$ cat src/rtl/nvs_pkg.sv
package nvs_pkg;

    typedef enum logic [2:0] {
        PH_OFF     = 3'd0,
        PH_RECALL  = 3'd1,
        PH_READY   = 3'd2,
        PH_GRACE   = 3'd3,
        PH_STORE   = 3'd4,
        PH_RELEASE = 3'd5
    } phase_e;

    typedef struct packed {
        logic drive;
        logic level;
    } pin_t;

    function automatic int unsigned max3(int unsigned a, int unsigned b, int unsigned c);
        int unsigned m;
        m = (a > b) ? a : b;
        return (m > c) ? m : c;
    endfunction

    function automatic logic access_allowed(phase_e ph, logic sup);
        return (ph == PH_GRACE) || ((ph == PH_READY) && sup);
    endfunction

endpackage

$ cat src/rtl/nvs_dirty.sv
module nvs_dirty (
    input  logic clk,
    input  logic rst,
    input  logic set_i,
    input  logic clr_i,
    output logic dirty_o
);
    always_ff @(posedge clk) begin
        if (rst)        dirty_o <= 1'b0;
        else if (clr_i) dirty_o <= 1'b0;
        else if (set_i) dirty_o <= 1'b1;
    end

    p_clear_r3: assert property (@(posedge clk) disable iff (rst) clr_i |=> !dirty_o);
    p_set_r3:   assert property (@(posedge clk) disable iff (rst) (set_i && !clr_i) |=> dirty_o);
endmodule

$ cat src/rtl/nvs_hsb.sv
module nvs_hsb
    import nvs_pkg::*;
#(
    parameter int unsigned ACT_CYC = 1250
) (
    input  logic   clk,
    input  logic   rst,
    input  logic   supply_ok,
    input  phase_e phase_i,
    output pin_t   pin_o
);
    localparam int unsigned AW = $clog2(ACT_CYC + 1);
    localparam logic [AW-1:0] ACT_LIM = AW'(ACT_CYC);

    logic [AW-1:0] act_q;
    logic          armed;

    always_ff @(posedge clk) begin
        if (rst || !supply_ok) act_q <= '0;
        else if (act_q != ACT_LIM) act_q <= act_q + 1'b1;
    end

    assign armed = (act_q == ACT_LIM);

    always_comb begin
        pin_o = '{drive: 1'b0, level: 1'b1};
        case (phase_i)
            PH_RECALL, PH_READY: pin_o = '{drive: armed, level: 1'b1};
            PH_GRACE, PH_STORE:  pin_o = '{drive: 1'b1,  level: 1'b0};
            PH_RELEASE:          pin_o = '{drive: 1'b1,  level: 1'b1};
            default:             pin_o = '{drive: 1'b0,  level: 1'b1};
        endcase
    end

    p_arm_needs_supply_r9: assert property (@(posedge clk) disable iff (rst)
        !supply_ok |=> !armed);
endmodule

$ cat src/rtl/nvs_fsm.sv
module nvs_fsm
    import nvs_pkg::*;
#(
    parameter int unsigned RECALL_CYC = 5000000,
    parameter int unsigned STORE_CYC  = 2000000,
    parameter int unsigned GRACE_CYC  = 7,
    parameter int unsigned HIGH_CYC   = 125
) (
    input  logic   clk,
    input  logic   rst,
    input  logic   supply_ok,
    input  logic   hw_store_req,
    input  logic   dirty,
    output phase_e phase_o,
    output logic   recall_start,
    output logic   store_start,
    output logic   nv_done
);
    localparam int unsigned MAXD = max3(max3(RECALL_CYC, STORE_CYC, GRACE_CYC), HIGH_CYC, 1);
    localparam int unsigned CW   = $clog2(MAXD + 1);
    localparam logic [CW-1:0] LD_RC = CW'(RECALL_CYC - 1);
    localparam logic [CW-1:0] LD_ST = CW'(STORE_CYC - 1);
    localparam logic [CW-1:0] LD_GR = CW'(GRACE_CYC - 1);
    localparam logic [CW-1:0] LD_HI = CW'(HIGH_CYC - 1);

    phase_e        state, nxt;
    logic [CW-1:0] cnt, cnt_n;
    logic          lost, lost_n;
    logic          expired;

    assign expired = (cnt == '0);
    assign phase_o = state;

    always_comb begin
        nxt     = state;
        cnt_n   = expired ? '0 : cnt - 1'b1;
        lost_n  = lost;
        nv_done = 1'b0;
        case (state)
            PH_OFF: begin
                if (supply_ok) begin
                    nxt    = PH_RECALL;
                    cnt_n  = LD_RC;
                    lost_n = 1'b0;
                end
            end
            PH_RECALL: begin
                if (!supply_ok) begin
                    nxt = PH_OFF;
                end else if (expired) begin
                    nxt     = PH_READY;
                    nv_done = 1'b1;
                end
            end
            PH_READY: begin
                if (!supply_ok) begin
                    if (dirty) begin
                        nxt    = PH_GRACE;
                        cnt_n  = LD_GR;
                        lost_n = 1'b1;
                    end else begin
                        nxt = PH_OFF;
                    end
                end else if (hw_store_req && dirty) begin
                    nxt   = PH_GRACE;
                    cnt_n = LD_GR;
                end
            end
            PH_GRACE: begin
                if (!supply_ok) lost_n = 1'b1;
                if (expired) begin
                    nxt   = PH_STORE;
                    cnt_n = LD_ST;
                end
            end
            PH_STORE: begin
                if (!supply_ok) lost_n = 1'b1;
                if (expired) begin
                    nxt     = PH_RELEASE;
                    cnt_n   = LD_HI;
                    nv_done = 1'b1;
                end
            end
            PH_RELEASE: begin
                if (!supply_ok) lost_n = 1'b1;
                if (expired) begin
                    if (!supply_ok) begin
                        nxt = PH_OFF;
                    end else if (lost) begin
                        nxt    = PH_RECALL;
                        cnt_n  = LD_RC;
                        lost_n = 1'b0;
                    end else begin
                        nxt = PH_READY;
                    end
                end
            end
            default: nxt = PH_OFF;
        endcase
    end

    always_ff @(posedge clk) begin
        if (rst) begin
            state        <= PH_OFF;
            cnt          <= '0;
            lost         <= 1'b0;
            recall_start <= 1'b0;
            store_start  <= 1'b0;
        end else begin
            state        <= nxt;
            cnt          <= cnt_n;
            lost         <= lost_n;
            recall_start <= (nxt == PH_RECALL) && (state != PH_RECALL);
            store_start  <= (nxt == PH_STORE) && (state != PH_STORE);
        end
    end

    p_recall_abort_r2: assert property (@(posedge clk) disable iff (rst)
        (state == PH_RECALL && !supply_ok) |=> state == PH_OFF);
    p_clean_no_store_r4: assert property (@(posedge clk) disable iff (rst)
        (state == PH_READY && !dirty && !supply_ok) |=> state == PH_OFF);
    p_start_after_grace_r5: assert property (@(posedge clk) disable iff (rst)
        store_start |-> $past(state) == PH_GRACE);
    p_hw_ignored_r10: assert property (@(posedge clk) disable iff (rst)
        (state == PH_STORE && hw_store_req) |=> (state == PH_STORE || state == PH_RELEASE));
endmodule

$ cat src/rtl/nvs_seq.sv
module nvs_seq
    import nvs_pkg::*;
#(
    parameter int unsigned RECALL_CYC = 5000000,
    parameter int unsigned STORE_CYC  = 2000000,
    parameter int unsigned GRACE_CYC  = 7,
    parameter int unsigned HIGH_CYC   = 125,
    parameter int unsigned ACT_CYC    = 1250
) (
    input  logic       clk,
    input  logic       rst,
    input  logic       supply_ok,
    input  logic       hw_store_req,
    input  logic       rd_req,
    input  logic       wr_req,
    output logic       sram_rd_en,
    output logic       sram_wr_en,
    output logic       recall_start,
    output logic       store_start,
    output logic       hsb_o,
    output logic       hsb_oe,
    output logic       busy,
    output logic [2:0] phase
);
    phase_e ph;
    pin_t   pin;
    logic   dirty, nv_done, access_ok;

    nvs_fsm #(
        .RECALL_CYC(RECALL_CYC),
        .STORE_CYC (STORE_CYC),
        .GRACE_CYC (GRACE_CYC),
        .HIGH_CYC  (HIGH_CYC)
    ) u_fsm (
        .clk         (clk),
        .rst         (rst),
        .supply_ok   (supply_ok),
        .hw_store_req(hw_store_req),
        .dirty       (dirty),
        .phase_o     (ph),
        .recall_start(recall_start),
        .store_start (store_start),
        .nv_done     (nv_done)
    );

    nvs_dirty u_dirty (
        .clk    (clk),
        .rst    (rst),
        .set_i  (sram_wr_en),
        .clr_i  (nv_done),
        .dirty_o(dirty)
    );

    nvs_hsb #(.ACT_CYC(ACT_CYC)) u_hsb (
        .clk      (clk),
        .rst      (rst),
        .supply_ok(supply_ok),
        .phase_i  (ph),
        .pin_o    (pin)
    );

    assign access_ok  = access_allowed(ph, supply_ok);
    assign sram_rd_en = rd_req & access_ok;
    assign sram_wr_en = wr_req & access_ok;
    assign hsb_o      = pin.level;
    assign hsb_oe     = pin.drive;
    assign busy       = (ph != PH_READY);
    assign phase      = ph;

    p_store_pin_low_r6: assert property (@(posedge clk) disable iff (rst)
        store_start |-> (hsb_oe && !hsb_o));
    p_off_released_r9: assert property (@(posedge clk) disable iff (rst)
        (ph == PH_OFF) |-> !hsb_oe);
    p_no_write_in_store_r8: assert property (@(posedge clk) disable iff (rst)
        (ph == PH_STORE || ph == PH_RECALL) |-> !(sram_wr_en || sram_rd_en));
endmodule

$ cat config.mk
export PLATFORM = sky130hd
export DESIGN_NAME = nvs_seq
export DESIGN_NICKNAME = d
export VERILOG_FILES = /design/src/rtl/nvs_pkg.sv /design/src/rtl/nvs_dirty.sv /design/src/rtl/nvs_hsb.sv /design/src/rtl/nvs_fsm.sv /design/src/rtl/nvs_seq.sv
export SDC_FILE = /design/constraint.sdc
export NUM_CORES = 1
export LEC_CHECK = 0
export BUFFER_PORTS_ARGS = -buffer_cell sky130_fd_sc_hd__buf_4
export CORE_ASPECT_RATIO = 0.75
export CORE_MARGIN = 2
export CORE_UTILIZATION = 55
export CTS_CLUSTER_SIZE = 16
export DETAILED_ROUTE_END_ITERATION = 12
export HOLD_SLACK_MARGIN = 0.15
export PLACE_DENSITY_LB_ADDON = 0.25
export RECOVER_POWER = 25
export SLEW_MARGIN = 0
export SYNTH_ARGS = -nofsm -noshare
export SYNTH_HDL_FRONTEND = slang
export SYNTH_SLANG_ARGS = --single-unit
export TNS_END_PERCENT = 1
$ cat constraint.sdc
create_clock -name clk -period 2.1 [get_ports clk]
set_input_delay 0.315 -clock clk [delete_from_list [all_inputs] [get_ports clk]]
set_output_delay 0.315 -clock clk [all_outputs]
set_load 0.01 [all_outputs]
==> summary.md, run 1 <==
| Metric | Value |
|---|---|
| Number of synthesized register bits | `41` |
| R2R Path End | `u_fsm.cnt[18]` |
| Vias per std cell | `5.94` |
| Crit Reg-Reg Startpoint | `u_fsm.cnt[3]` |
| Mapped Area | `2280 um2` |
| Number of global-route vias before repair | `1,877` |
| Gpl congestion | `0.928` |
| Final hold vios | `0` |
| Die width | `78.4 um` |
| Die ar. | `4690 um2` |
| Max_cap viols | `0` |
| CP endpoint kind | `primary output` |
| Yosys warns | `0` |
| CP required | `1.78 ns` |
| Total number of vias | `2,133` |
| Worst-Skew Late Latency | `0.30 ns` |
| WL final | `5310 um` |
| Slew @ Worst Pin | `0.598 ns` |
| 1st-iter DRT viols | `171` |
| WP buf/inv | `2` |
| Crit path DAT | `1.71 ns` |
| 1st-pass router iterations | `5` |
| Slew Limit Fails | `0` |
| CP cell instances | `inv_1 > ha_1 > nand4_1 > nor3_2 > nand2_2 > o21a_1 > o221ai_1 > buf_4` |
| Synth unique cells | `50` |
| Main synth FF type | `dfxtp_1` |
| Critical path startpoint category | `flop` |
| Largest net degree at the start of global routing | `23` |
| Worst Reg2Reg Path Length in Cells | `5` |
| Net count, final | `314` |
| Area growth from synthesis to layout | `14.9%` |
| Top cell family by delay on the critical path | `flip-flops` |
| Clk buf depth | `2` |
| Setup slack, reg-to-reg | `0.18 ns` |
| FF/Latch Area | `822 um2` |
| Hold Crit Endpoint | `u_fsm.recall_start` |
| Post-route cell area | `2620 um2` |
| CTS tree | `built` |
| Seq/Total Area, Yosys | `36.0%` |
| Leakage | `0.961 nW` |
| Leading cell type in the layout, fill and taps excluded | `dfxtp_1` |
| Most frequent cells in the layout | `dfxtp_1, nor2_1, buf_4` |
| Clock Skews | `0.0106 ns` |
| RSZ-0062 raised after global routing | `yes` |
| # clock sinks | `41` |
| Global router's overall resource usage | `24.1%` |
| Multi-input gate area | `1420 um2` |
| Num rows | `20` |
| Hold slack final | `0.361 ns` |
| Post-DP HPWL | `3850 um` |
| Buffers on Ports | `15` |
| Max transition margin | `59.7%` |
| Setup ws final | `0.0745 ns` |
| Setup CP Type | `flop to primary output` |
| Num ports | `16` |
| Design Power | `1.79 mW` |
| Fin crit period | `2.03 ns` |
| Syn Nets | `288` |
| Post-placement cell area | `2500 um2` |
| Share of cells above drive strength 1 | `17.8%` |
| Die Height | `59.8 um` |
| H-tree level count | `2` |
| Core Region | `4030 um2` |
| # fillers | `371` |
| Type of the worst min-delay path | `primary input to flop` |
| DRC Markers | `0` |
| Setup violators final | `0` |
| CP max stage delay | `0.35 ns` |
| CP max FO | `4` |
| Syn_area_per_cell | `8.21 um2` |
| CP startpoint | `u_hsb.act_q[0]` |
| CTS Root Cell | `clkbuf_8` |
| Peak VDD IR | `0.407 mV` |
| Num CTS Buffers | `5` |
| Final worst-path cycle share | `96.5%` |
| Peak Freq | `494 MHz` |
| Post-synth EDFFs | `0` |
| # diodes | `0` |
| Initial Util | `56.6%` |
| CTS clk-pin slew, worst paths | `0.08 ns` |
| Syn Inst Count | `278` |
| Hold-fix buffers, CTS | `0` |
| Dpl ws | `0.0692 ns` |
| Initial antenna violation count | `0` |
| Post-route ant nets | `0` |
| First-pass GRT wire length | `8900 um` |
| Status | `complete, no violations` |
| GRT overflow | `0` |
| CP max stage cell | `dfxtp_1` |
| Ys async rst share | `0%` |
| Pwr Density | `681 nW/um2` |
| WHS Path Cells | `2` |
| Drt wl/cell | `14.8 um` |
| Min-delay src | `rst` |
-- sequential cells by signal, indices dropped and copies added (netlist names) --
name and count:
u_fsm.store_start 1, u_fsm.lost 1, u_fsm.phase_o 3, u_dirty.dirty_o 1
u_fsm.cnt 23, u_fsm.recall_start 1, u_hsb.act_q 11
-- kinds of logic after synthesis --
family / after synthesis / synth area share, %
and+or+nand+nor: 124 / 29.9
adders and majority gates: 4 / 2.19
xor gates and xnor gates: 24 / 9.21
buffers and inverters: 15 / 2.80
muxes: 1 / 0.439
AOI/OAI and AO/OA: 69 / 19.5
DFF: 41 / 36.0
-- stage by stage --
| step | utilization, % | TNS [ns] | instances |
|---|---|---|---|
| floorplan | - | 0 | 278 |
| global placement | 62.0 | 0 | 349 |
| detailed placement | 62.0 | 0 | 349 |
| CTS | 64.2 | 0 | 356 |
| global route | 65.1 | -0.0661 | 359 |
| finish | 65.1 | 0 | 359 |
-- metal layers --
metal / routed length [um] / part of all wire, % / track usage [%]
met1: 2670 / 50 / 34.7
met2: 2210 / 42 / 36.7
met3: 351 / 6.6 / 4.68
met4: 85 / 1.6 / 7.77
met5: 0 / 0 / 0
-- area by class of cell --
| cell class | instances | area share [%] |
|---|---|---|
| Clock buffer | 6 | 3.15 |
| Timing Repair Buffer | 28 | 7.73 |
| Clock inverter | 1 | 0.286 |
| Tap cell | 55 | 2.62 |
| Multi-Input combinational cell | 222 | 54.0 |
| Inverter | 6 | 0.859 |
| Sequential cell | 41 | 31.3 |
-- cell usage after synthesis (2+ instances only) --
library cell | instances | share of area, %
dfxtp_1 | 41 | 36
nor2_1 | 30 | 4.9
a21oi_1 | 21 | 4.6
nand2_1 | 20 | 3.3
o21ai_0 | 17 | 3.7
xnor2_1 | 15 | 5.8
nand3_1 | 14 | 3.1
nor3_1 | 12 | 2.6
xor2_1 | 9 | 3.5
clkbuf_1 | 8 | 1.3
a211oi_1 | 7 | 2.3
inv_1 | 6 | 0.99
nor4_1 | 6 | 1.6
nand2b_1 | 5 | 1.4
or3_1 | 5 | 1.4
and2_1 | 4 | 1.1
and3_1 | 4 | 1.1
ha_1 | 4 | 2.2
nor2b_1 | 4 | 1.1
nor3_2 | 4 | 1.8
o21a_1 | 4 | 1.3
a221oi_1 | 2 | 0.77
a22oi_1 | 2 | 0.66
nand4_1 | 2 | 0.55
nand4_2 | 2 | 1.1
nor3b_1 | 2 | 0.66
nor4b_1 | 2 | 0.77
o221ai_1 | 2 | 0.77
o22ai_1 | 2 | 0.55
o31a_1 | 2 | 0.77
-- worst max path at each step --
stage	cells past startpoint	slack [ns]	to
floorplan	5	0.32	u_fsm.cnt[19]
global placement	5	0.17	u_fsm.cnt[15]
detailed placement	5	0.07	u_fsm.cnt[10]
CTS	8	0.05	hsb_oe
global route	8	-0.06	hsb_oe
finish	8	0.07	hsb_oe
-- worst reg2reg max path: cells and delay by family, from the launching register on --
kind	cells	cell delay, ns
AO/OA/AOI/OAI	2	0.38
flip-flops	1	0.37
AND/OR/NAND/NOR	3	1.07
-- where the power goes --
part,switching (mW),internal [mW]
logic,0.210,0.165
registers,0.0588,0.825
clock network,0.267,0.260
total,0.536,1.25
-- timing repair --
action | in CTS | in global routing
gates resized for setup | 0 | 5
endpoints found under the setup margin | 0 | 7
setup buffers | 0 | 3
Power figures use the tool's default switching activity.
==> inputs of run 2 (changes only) <==
--- a/config.mk
+++ b/config.mk
@@ -6,12 +6,14 @@
 export NUM_CORES = 1
 export LEC_CHECK = 0
 export BUFFER_PORTS_ARGS = -buffer_cell sky130_fd_sc_hd__buf_4
+export CAP_MARGIN = 40
 export CORE_ASPECT_RATIO = 0.75
 export CORE_MARGIN = 2
 export CORE_UTILIZATION = 55
 export CTS_CLUSTER_SIZE = 16
 export DETAILED_ROUTE_END_ITERATION = 12
 export HOLD_SLACK_MARGIN = 0.15
+export MAX_ROUTING_LAYER = met4
 export PLACE_DENSITY_LB_ADDON = 0.25
 export RECOVER_POWER = 25
 export SLEW_MARGIN = 0
==> run 2 against run 1 <==
  * Sequential power about the same
  * Critical endpoint unchanged
  * Wire length increased by 0.75%
  * Core utilization decreased by 0.062 points
==> summary.md, run 2 (synthesis gave the netlist of run 1 again) <==
| Metric | Value |
|---|---|
| Max reg flops | `23 (unchanged)` |
| DRC Markers | `0 (unchanged)` |
| Slew @ Worst Pin | `0.537 ns (was 0.598 ns)` |
| GRT overflow | `0 (unchanged)` |
| Critical path startpoint category | `flop (unchanged)` |
| WL final | `5350 um (was 5310 um)` |
| Leakage | `0.962 nW (was 0.961 nW)` |
| Sw Ratio | `30.5% (was 30.0%)` |
| Met1 usage | `33.0% (was 34.7%)` |
| Slew Limit Fails | `0 (unchanged)` |
| 1st-pass router iterations | `4 (was 5)` |
| Grt met2 use | `36.9% (was 36.7%)` |
| Combinational Power Share | `21.1% (was 21.0%)` |
| Total number of vias | `2,098 (was 2,133)` |
| Setup TNS | `0 ns (unchanged)` |
| Global router's overall resource usage | `24.8% (was 24.1%)` |
| Clk buf depth | `2 (unchanged)` |
| Power Internal | `1.25 mW (about the same)` |
| Top reg by flops | `u_fsm.cnt (unchanged)` |
| Total placed cells including tap cells | `351 (was 349)` |
| Number of global-route vias before repair | `1,905 (was 1,877)` |
| Hold-fix buffers, CTS | `0 (unchanged)` |
| CP required | `1.78 ns (about the same)` |
| Peak Freq | `491 MHz (was 494 MHz)` |
| Most frequent cells in the layout | `dfxtp_1, nor2_1, buf_4 (unchanged)` |
| Setup violators final | `0 (unchanged)` |
| # clock sinks | `41 (unchanged)` |
| Clock Skews | `0.00337 ns (was 0.0106 ns)` |
| Drt wl/cell | `14.9 um (was 14.8 um)` |
| Final worst-path cycle share | `96.9% (was 96.5%)` |
| Fin crit period | `2.04 ns (was 2.03 ns)` |
| Buffers on Ports | `15 (unchanged)` |
| Sequential share of power | `49.1% (was 49.5%)` |
| Gpl congestion | `0.942 (was 0.928)` |
| Worst-Skew Late Latency | `0.30 ns (about the same)` |
| Crit path DAT | `1.72 ns (was 1.71 ns)` |
| CTS clk-pin slew, worst paths | `0.08 ns (about the same)` |
| CTS Root Cell | `clkbuf_8 (unchanged)` |
| Final hold vios | `0 (unchanged)` |
| Max_cap viols | `0 (unchanged)` |
| Die width | `78.4 um (unchanged)` |
| Status | `complete, no violations (unchanged)` |
| Post-DP HPWL | `3840 um (was 3850 um)` |
| GRT busiest layer | `met2 (unchanged)` |
| Psw | `549 uW (was 536 uW)` |
| Setup CP Type | `flop to primary output (unchanged)` |
| Post-route ant nets | `0 (unchanged)` |
| Post-Layout Cell Count | `360 (was 359)` |
| Core Region | `4030 um2 (unchanged)` |
| CP max FO | `4 (unchanged)` |
| Die ar. | `4690 um2 (unchanged)` |
| H-tree level count | `2 (unchanged)` |
| Vias per std cell | `5.83 (was 5.94)` |
| 1st-iter DRT viols | `165 (was 171)` |
| CTS tree | `built (unchanged)` |
| Pwr Density | `687 nW/um2 (was 681 nW/um2)` |
| M3 GR Usage | `6.80% (was 4.68%)` |
| Peak VDD IR | `0.471 mV (was 0.407 mV)` |
| Largest net degree at the start of global routing | `23 (unchanged)` |
| Initial Util | `56.6% (unchanged)` |
| Net count, final | `315 (was 314)` |
| Num ports | `16 (unchanged)` |
| Share of cells above drive strength 1 | `17.4% (was 17.8%)` |
| Initial antenna violation count | `0 (unchanged)` |
| First-pass GRT wire length | `8660 um (was 8900 um)` |
| Leading cell type in the layout, fill and taps excluded | `dfxtp_1 (unchanged)` |
| Max transition margin | `64.0% (was 59.7%)` |
| # diodes | `0 (unchanged)` |
| Clk pwr share | `29.8% (was 29.5%)` |
| Area growth from synthesis to layout | `14.8% (was 14.9%)` |
| Num rows | `20 (unchanged)` |
| CP endpoint kind | `primary output (unchanged)` |
| Die Height | `59.8 um (unchanged)` |
| RSZ-0062 raised after global routing | `yes (unchanged)` |
| Num CTS Buffers | `5 (unchanged)` |
| Type of the worst min-delay path | `primary input to flop (unchanged)` |
## run 2: changes by cell type in the layout (fill, tap and decap cells not counted)
cell      change
clkbuf_1      +1
nor4_1        +1
nor4_2        -1
## run 2: final cells by class
class	count	area, um2
multi-input cells	222	1410
fillers	351	1410
flip-flops and latches	41	822
repair buffers	29	206
clock buffers	6	82.6
well taps	55	68.8
inverters	6	22.5
clock inverters	1	7.51
## run 2: path summary, 6_finish.rpt
| kind | from | end | slack, ns | cells after the start |
|---|---|---|---|---|
| setup reg to reg | u_fsm.cnt[7] | u_fsm.cnt[19] | 0.19 | 5 |
| setup / recovery | u_hsb.act_q[1] | hsb_oe | 0.06 | 7 |
| hold reg to reg | u_hsb.act_q[5] | u_hsb.act_q[5] | 0.51 | 2 |
| hold / removal | rst | u_fsm.phase_o[2] | 0.36 | 2 |
## run 2: routing by layer
metal	up-vias	part of all wire, %
met5	-	0
li1	1059	-
met4	0	1.8
met1	958	50
met3	11	6.5
met2	70	41
## run 2: stage by stage
step | total power [mW] | setup WS, ns | util [%] | hold WS (ns) | cell area (um2)
3_3_place_gp | 1.25 | 0.160 | 62.4 | 0.482 | 2510
3_5_place_dp | 1.26 | 0.0956 | 62.4 | 0.491 | 2510
6_report | 1.80 | 0.0643 | 65.0 | 0.361 | 2620
5_1_grt | 1.90 | -0.0514 | 65.0 | 0.367 | 2620
2_1_floorplan | 1.16 | 0.324 | - | 0.466 | 2280
4_1_cts | 1.79 | 0.0305 | 64.6 | 0.351 | 2600
## run 2: power groups by stage
stage | clock network (mW) | registers, mW | logic, mW
after floorplan | 0 | 0.888 | 0.269
after global placement | 0 | 0.897 | 0.356
after detailed placement | 0 | 0.900 | 0.359
after CTS | 0.547 | 0.882 | 0.364
after global routing | 0.587 | 0.889 | 0.420
final | 0.536 | 0.883 | 0.380
## run 2: worst max-delay path, cell delays in order (launching register included)
cell      delay [ns]
dfxtp_1         0.40
ha_1            0.17
nand4_1         0.11
nor3_2          0.16
nand2_2         0.10
o21a_1          0.18
o221ai_1        0.15
buf_4           0.15
## run 2: repair_timing
item                       4_1_cts  5_1_grt
setup endpoints to repair        0       14
gates resized for setup          0        4
buffers inserted                 0        2
==> inputs of run 3 (changes only) <==
--- a/config.mk
+++ b/config.mk
@@ -9,7 +9,7 @@
 export CAP_MARGIN = 40
 export CORE_ASPECT_RATIO = 0.75
 export CORE_MARGIN = 2
-export CORE_UTILIZATION = 55
+export CORE_UTILIZATION = 25
 export CTS_CLUSTER_SIZE = 16
 export DETAILED_ROUTE_END_ITERATION = 12
 export HOLD_SLACK_MARGIN = 0.15
==> run 3 against run 2 <==
  * Final cell count is 16% higher
  * Setup slack improved by 0.0057 ns
  * Via count down 1.1%
==> summary.md, run 3 (synthesis gave the netlist of run 1 again) <==
| Metric | Value |
|---|---|
| Critical path startpoint category | `flop (unchanged)` |
| WL final | `6040 um (was 5350 um)` |
| Die Height | `86.7 um (was 59.8 um)` |
| CP cell instances | `inv_1 > ha_1 > nand4_1 > nor3_2 > nand2_1 > o21a_1 > o221ai_1 > buf_4 (was ha_1 > nand4_1 > nor3_2 > nand2_2 > o21a_1 > o221ai_1 > buf_4)` |
| Top reg by flops | `u_fsm.cnt (unchanged)` |
| Num rows | `30 (was 20)` |
| CP max stage delay | `0.34 ns (was 0.40 ns)` |
| Pwr Density | `816 nW/um2 (was 687 nW/um2)` |
| Final hold vios | `0 (unchanged)` |
| Crit path DAT | `1.71 ns (was 1.72 ns)` |
| Clock Skews | `0.00316 ns (was 0.00337 ns)` |
| Fin crit period | `2.03 ns (was 2.04 ns)` |
| Peak Freq | `493 MHz (was 491 MHz)` |
| Post-route ant nets | `0 (unchanged)` |
| CP endpoint kind | `primary output (unchanged)` |
| Post-DP HPWL | `4510 um (was 3840 um)` |
| Buffers on Ports | `15 (unchanged)` |
| Initial Util | `25.4% (was 56.6%)` |
| Sw Ratio | `26.4% (was 30.5%)` |
| Net count, final | `316 (was 315)` |
| Num CTS Buffers | `5 (unchanged)` |
| Design Power | `2.29 mW (was 1.80 mW)` |
| Leading cell type in the layout, fill and taps excluded | `dfxtp_1 (unchanged)` |
| Share of cells above drive strength 1 | `17.6% (was 17.4%)` |
| DRC Markers | `0 (unchanged)` |
| # Post-CTS Setup Buffers | `0 (unchanged)` |
| CTS tree | `built (unchanged)` |
| Core Region | `8970 um2 (was 4030 um2)` |
| Largest net degree at the start of global routing | `23 (unchanged)` |
| Gpl congestion | `0.849 (was 0.942)` |
| Slew @ Worst Pin | `1.04 ns (was 0.537 ns)` |
| CP max FO | `4 (unchanged)` |
| # fillers | `932 (was 351)` |
| Peak VDD IR | `0.481 mV (was 0.471 mV)` |
| # diodes | `0 (unchanged)` |
| CTS Root Cell | `clkbuf_16 (was clkbuf_8)` |
| Slew Limit Fails | `0 (unchanged)` |
| Clk buf depth | `2 (unchanged)` |
| CTS clk-pin slew, worst paths | `0.06 ns (was 0.08 ns)` |
| Num ports | `16 (unchanged)` |
| GRT overflow | `0 (unchanged)` |
| WP buf/inv | `2 (was 1)` |
| Sequential share of power | `38.7% (was 49.1%)` |
| Top cell family by delay on the critical path | `simple AND/OR/NAND/NOR gates (was flip-flops)` |
| Area growth from synthesis to layout | `22.6% (was 14.8%)` |
| Hold-fix buffers, CTS | `0 (unchanged)` |
| Die width | `114 um (was 78.4 um)` |
| Power Internal | `1.68 mW (was 1.25 mW)` |
| First-pass GRT wire length | `9950 um (was 8660 um)` |
| Number of global-route vias before repair | `1,965 (was 1,905)` |
| Final worst-path cycle share | `96.7% (was 96.9%)` |
| RSZ-0062 raised after global routing | `yes (unchanged)` |
| Type of the worst min-delay path | `primary input to flop (unchanged)` |
| CP required | `1.78 ns (about the same)` |
| Setup violators final | `0 (unchanged)` |
| Setup TNS | `0 ns (unchanged)` |
| Most frequent cells in the layout | `dfxtp_1, nor2_1, buf_4 (unchanged)` |
| Psw | `604 uW (was 549 uW)` |
| Setup CP Type | `flop to primary output (unchanged)` |
| CP max stage cell | `dfxtp_1 (unchanged)` |
| Max_cap viols | `0 (unchanged)` |
| Clk pwr share | `44.4% (was 29.8%)` |
| Total number of vias | `2,075 (was 2,098)` |
| H-tree level count | `2 (unchanged)` |
| Drt wl/cell | `14.4 um (was 14.9 um)` |
| Max reg flops | `23 (unchanged)` |
| Max transition margin | `30.8% (was 64.0%)` |
| Vias per std cell | `4.95 (was 5.83)` |
| Die ar. | `9920 um2 (was 4690 um2)` |
| # clock sinks | `41 (unchanged)` |
| Status | `complete, no violations (unchanged)` |
| Worst-Skew Late Latency | `0.28 ns (was 0.30 ns)` |
| Combinational Power Share | `16.9% (was 21.1%)` |
| Initial antenna violation count | `0 (unchanged)` |
| 1st-iter DRT viols | `100 (was 165)` |
| Leakage | `1.01 nW (was 0.962 nW)` |
| Global router's overall resource usage | `13.1% (was 24.8%)` |
| 1st-pass router iterations | `4 (unchanged)` |
run 3: cell types whose count changed in the layout (fill, tap and decap cells not counted), sizes merged:
cell	before	now
bufinv	0	2
clkinvlp	1	0
inv	6	7
run 3: metrics by stage:
step                util (%)  hold WS, ns  cell area [um2]  worst slack [ns]  std cells
finish                  31.2        0.409             2800            0.0701        419
global route            31.2        0.433             2800           -0.0373        419
global placement        29.1        0.492             2610             0.134        411
detailed placement      29.1        0.497             2610            0.0728        411
CTS                     31.2        0.379             2800            0.0244        419
floorplan                  -        0.466             2280             0.324        278
run 3: power groups by stage:
stage | Combinational (mW) | Clock (mW) | Sequential (mW)
after detailed placement | 0.384 | 0 | 0.900
after CTS | 0.388 | 1.04 | 0.883
final | 0.387 | 1.01 | 0.884
after floorplan | 0.269 | 0 | 0.888
after global routing | 0.433 | 1.08 | 0.890
after global placement | 0.386 | 0 | 0.899
run 3: worst register-to-register path: cells and delay by family, from the launching register on:
kind / cells / cell delay [ns]
compound gates: 2 / 0.40
flops: 1 / 0.36
simple gates: 3 / 1.10
run 3: per-layer routing:
metal,global-route usage [%],vias to the layer above,wire length (um)
li1,-,1061,-
met5,-,-,0
met3,2.31,4,255
met4,3.77,0,57
met2,17.4,54,2380
met1,20.0,956,3340
run 3: layout make-up:
class | instances | area, um2 | share of cell area [%]
Timing Repair Buffer | 30 | 210 | 7.51
Multi-Input combinational cell | 222 | 1410 | 50.3
Sequential cell | 41 | 823 | 29.4
Inverter | 6 | 22.5 | 0.805
Clock inverter | 3 | 68.8 | 2.46
Tap cell | 112 | 140 | 5.01
Clock buffer | 5 | 125 | 4.47
run 3: worst paths after layout:
check                               startpoint              to  slack (ns)  cells after the start
worst min-delay path                 supply_ok  u_hsb.act_q[8]        0.41                      3
worst max-delay path            u_hsb.act_q[0]          hsb_oe        0.07                      8
worst max register to register    u_fsm.cnt[3]   u_fsm.cnt[20]        0.09                      5
worst min register to register  u_hsb.act_q[5]  u_hsb.act_q[5]        0.51                      2
run 3: repair_timing:
action / 4_1_cts / 5_1_grt
endpoints found under the hold margin: 0 / 0
endpoints found under the setup margin: 0 / 19
gates resized for setup: 0 / 4
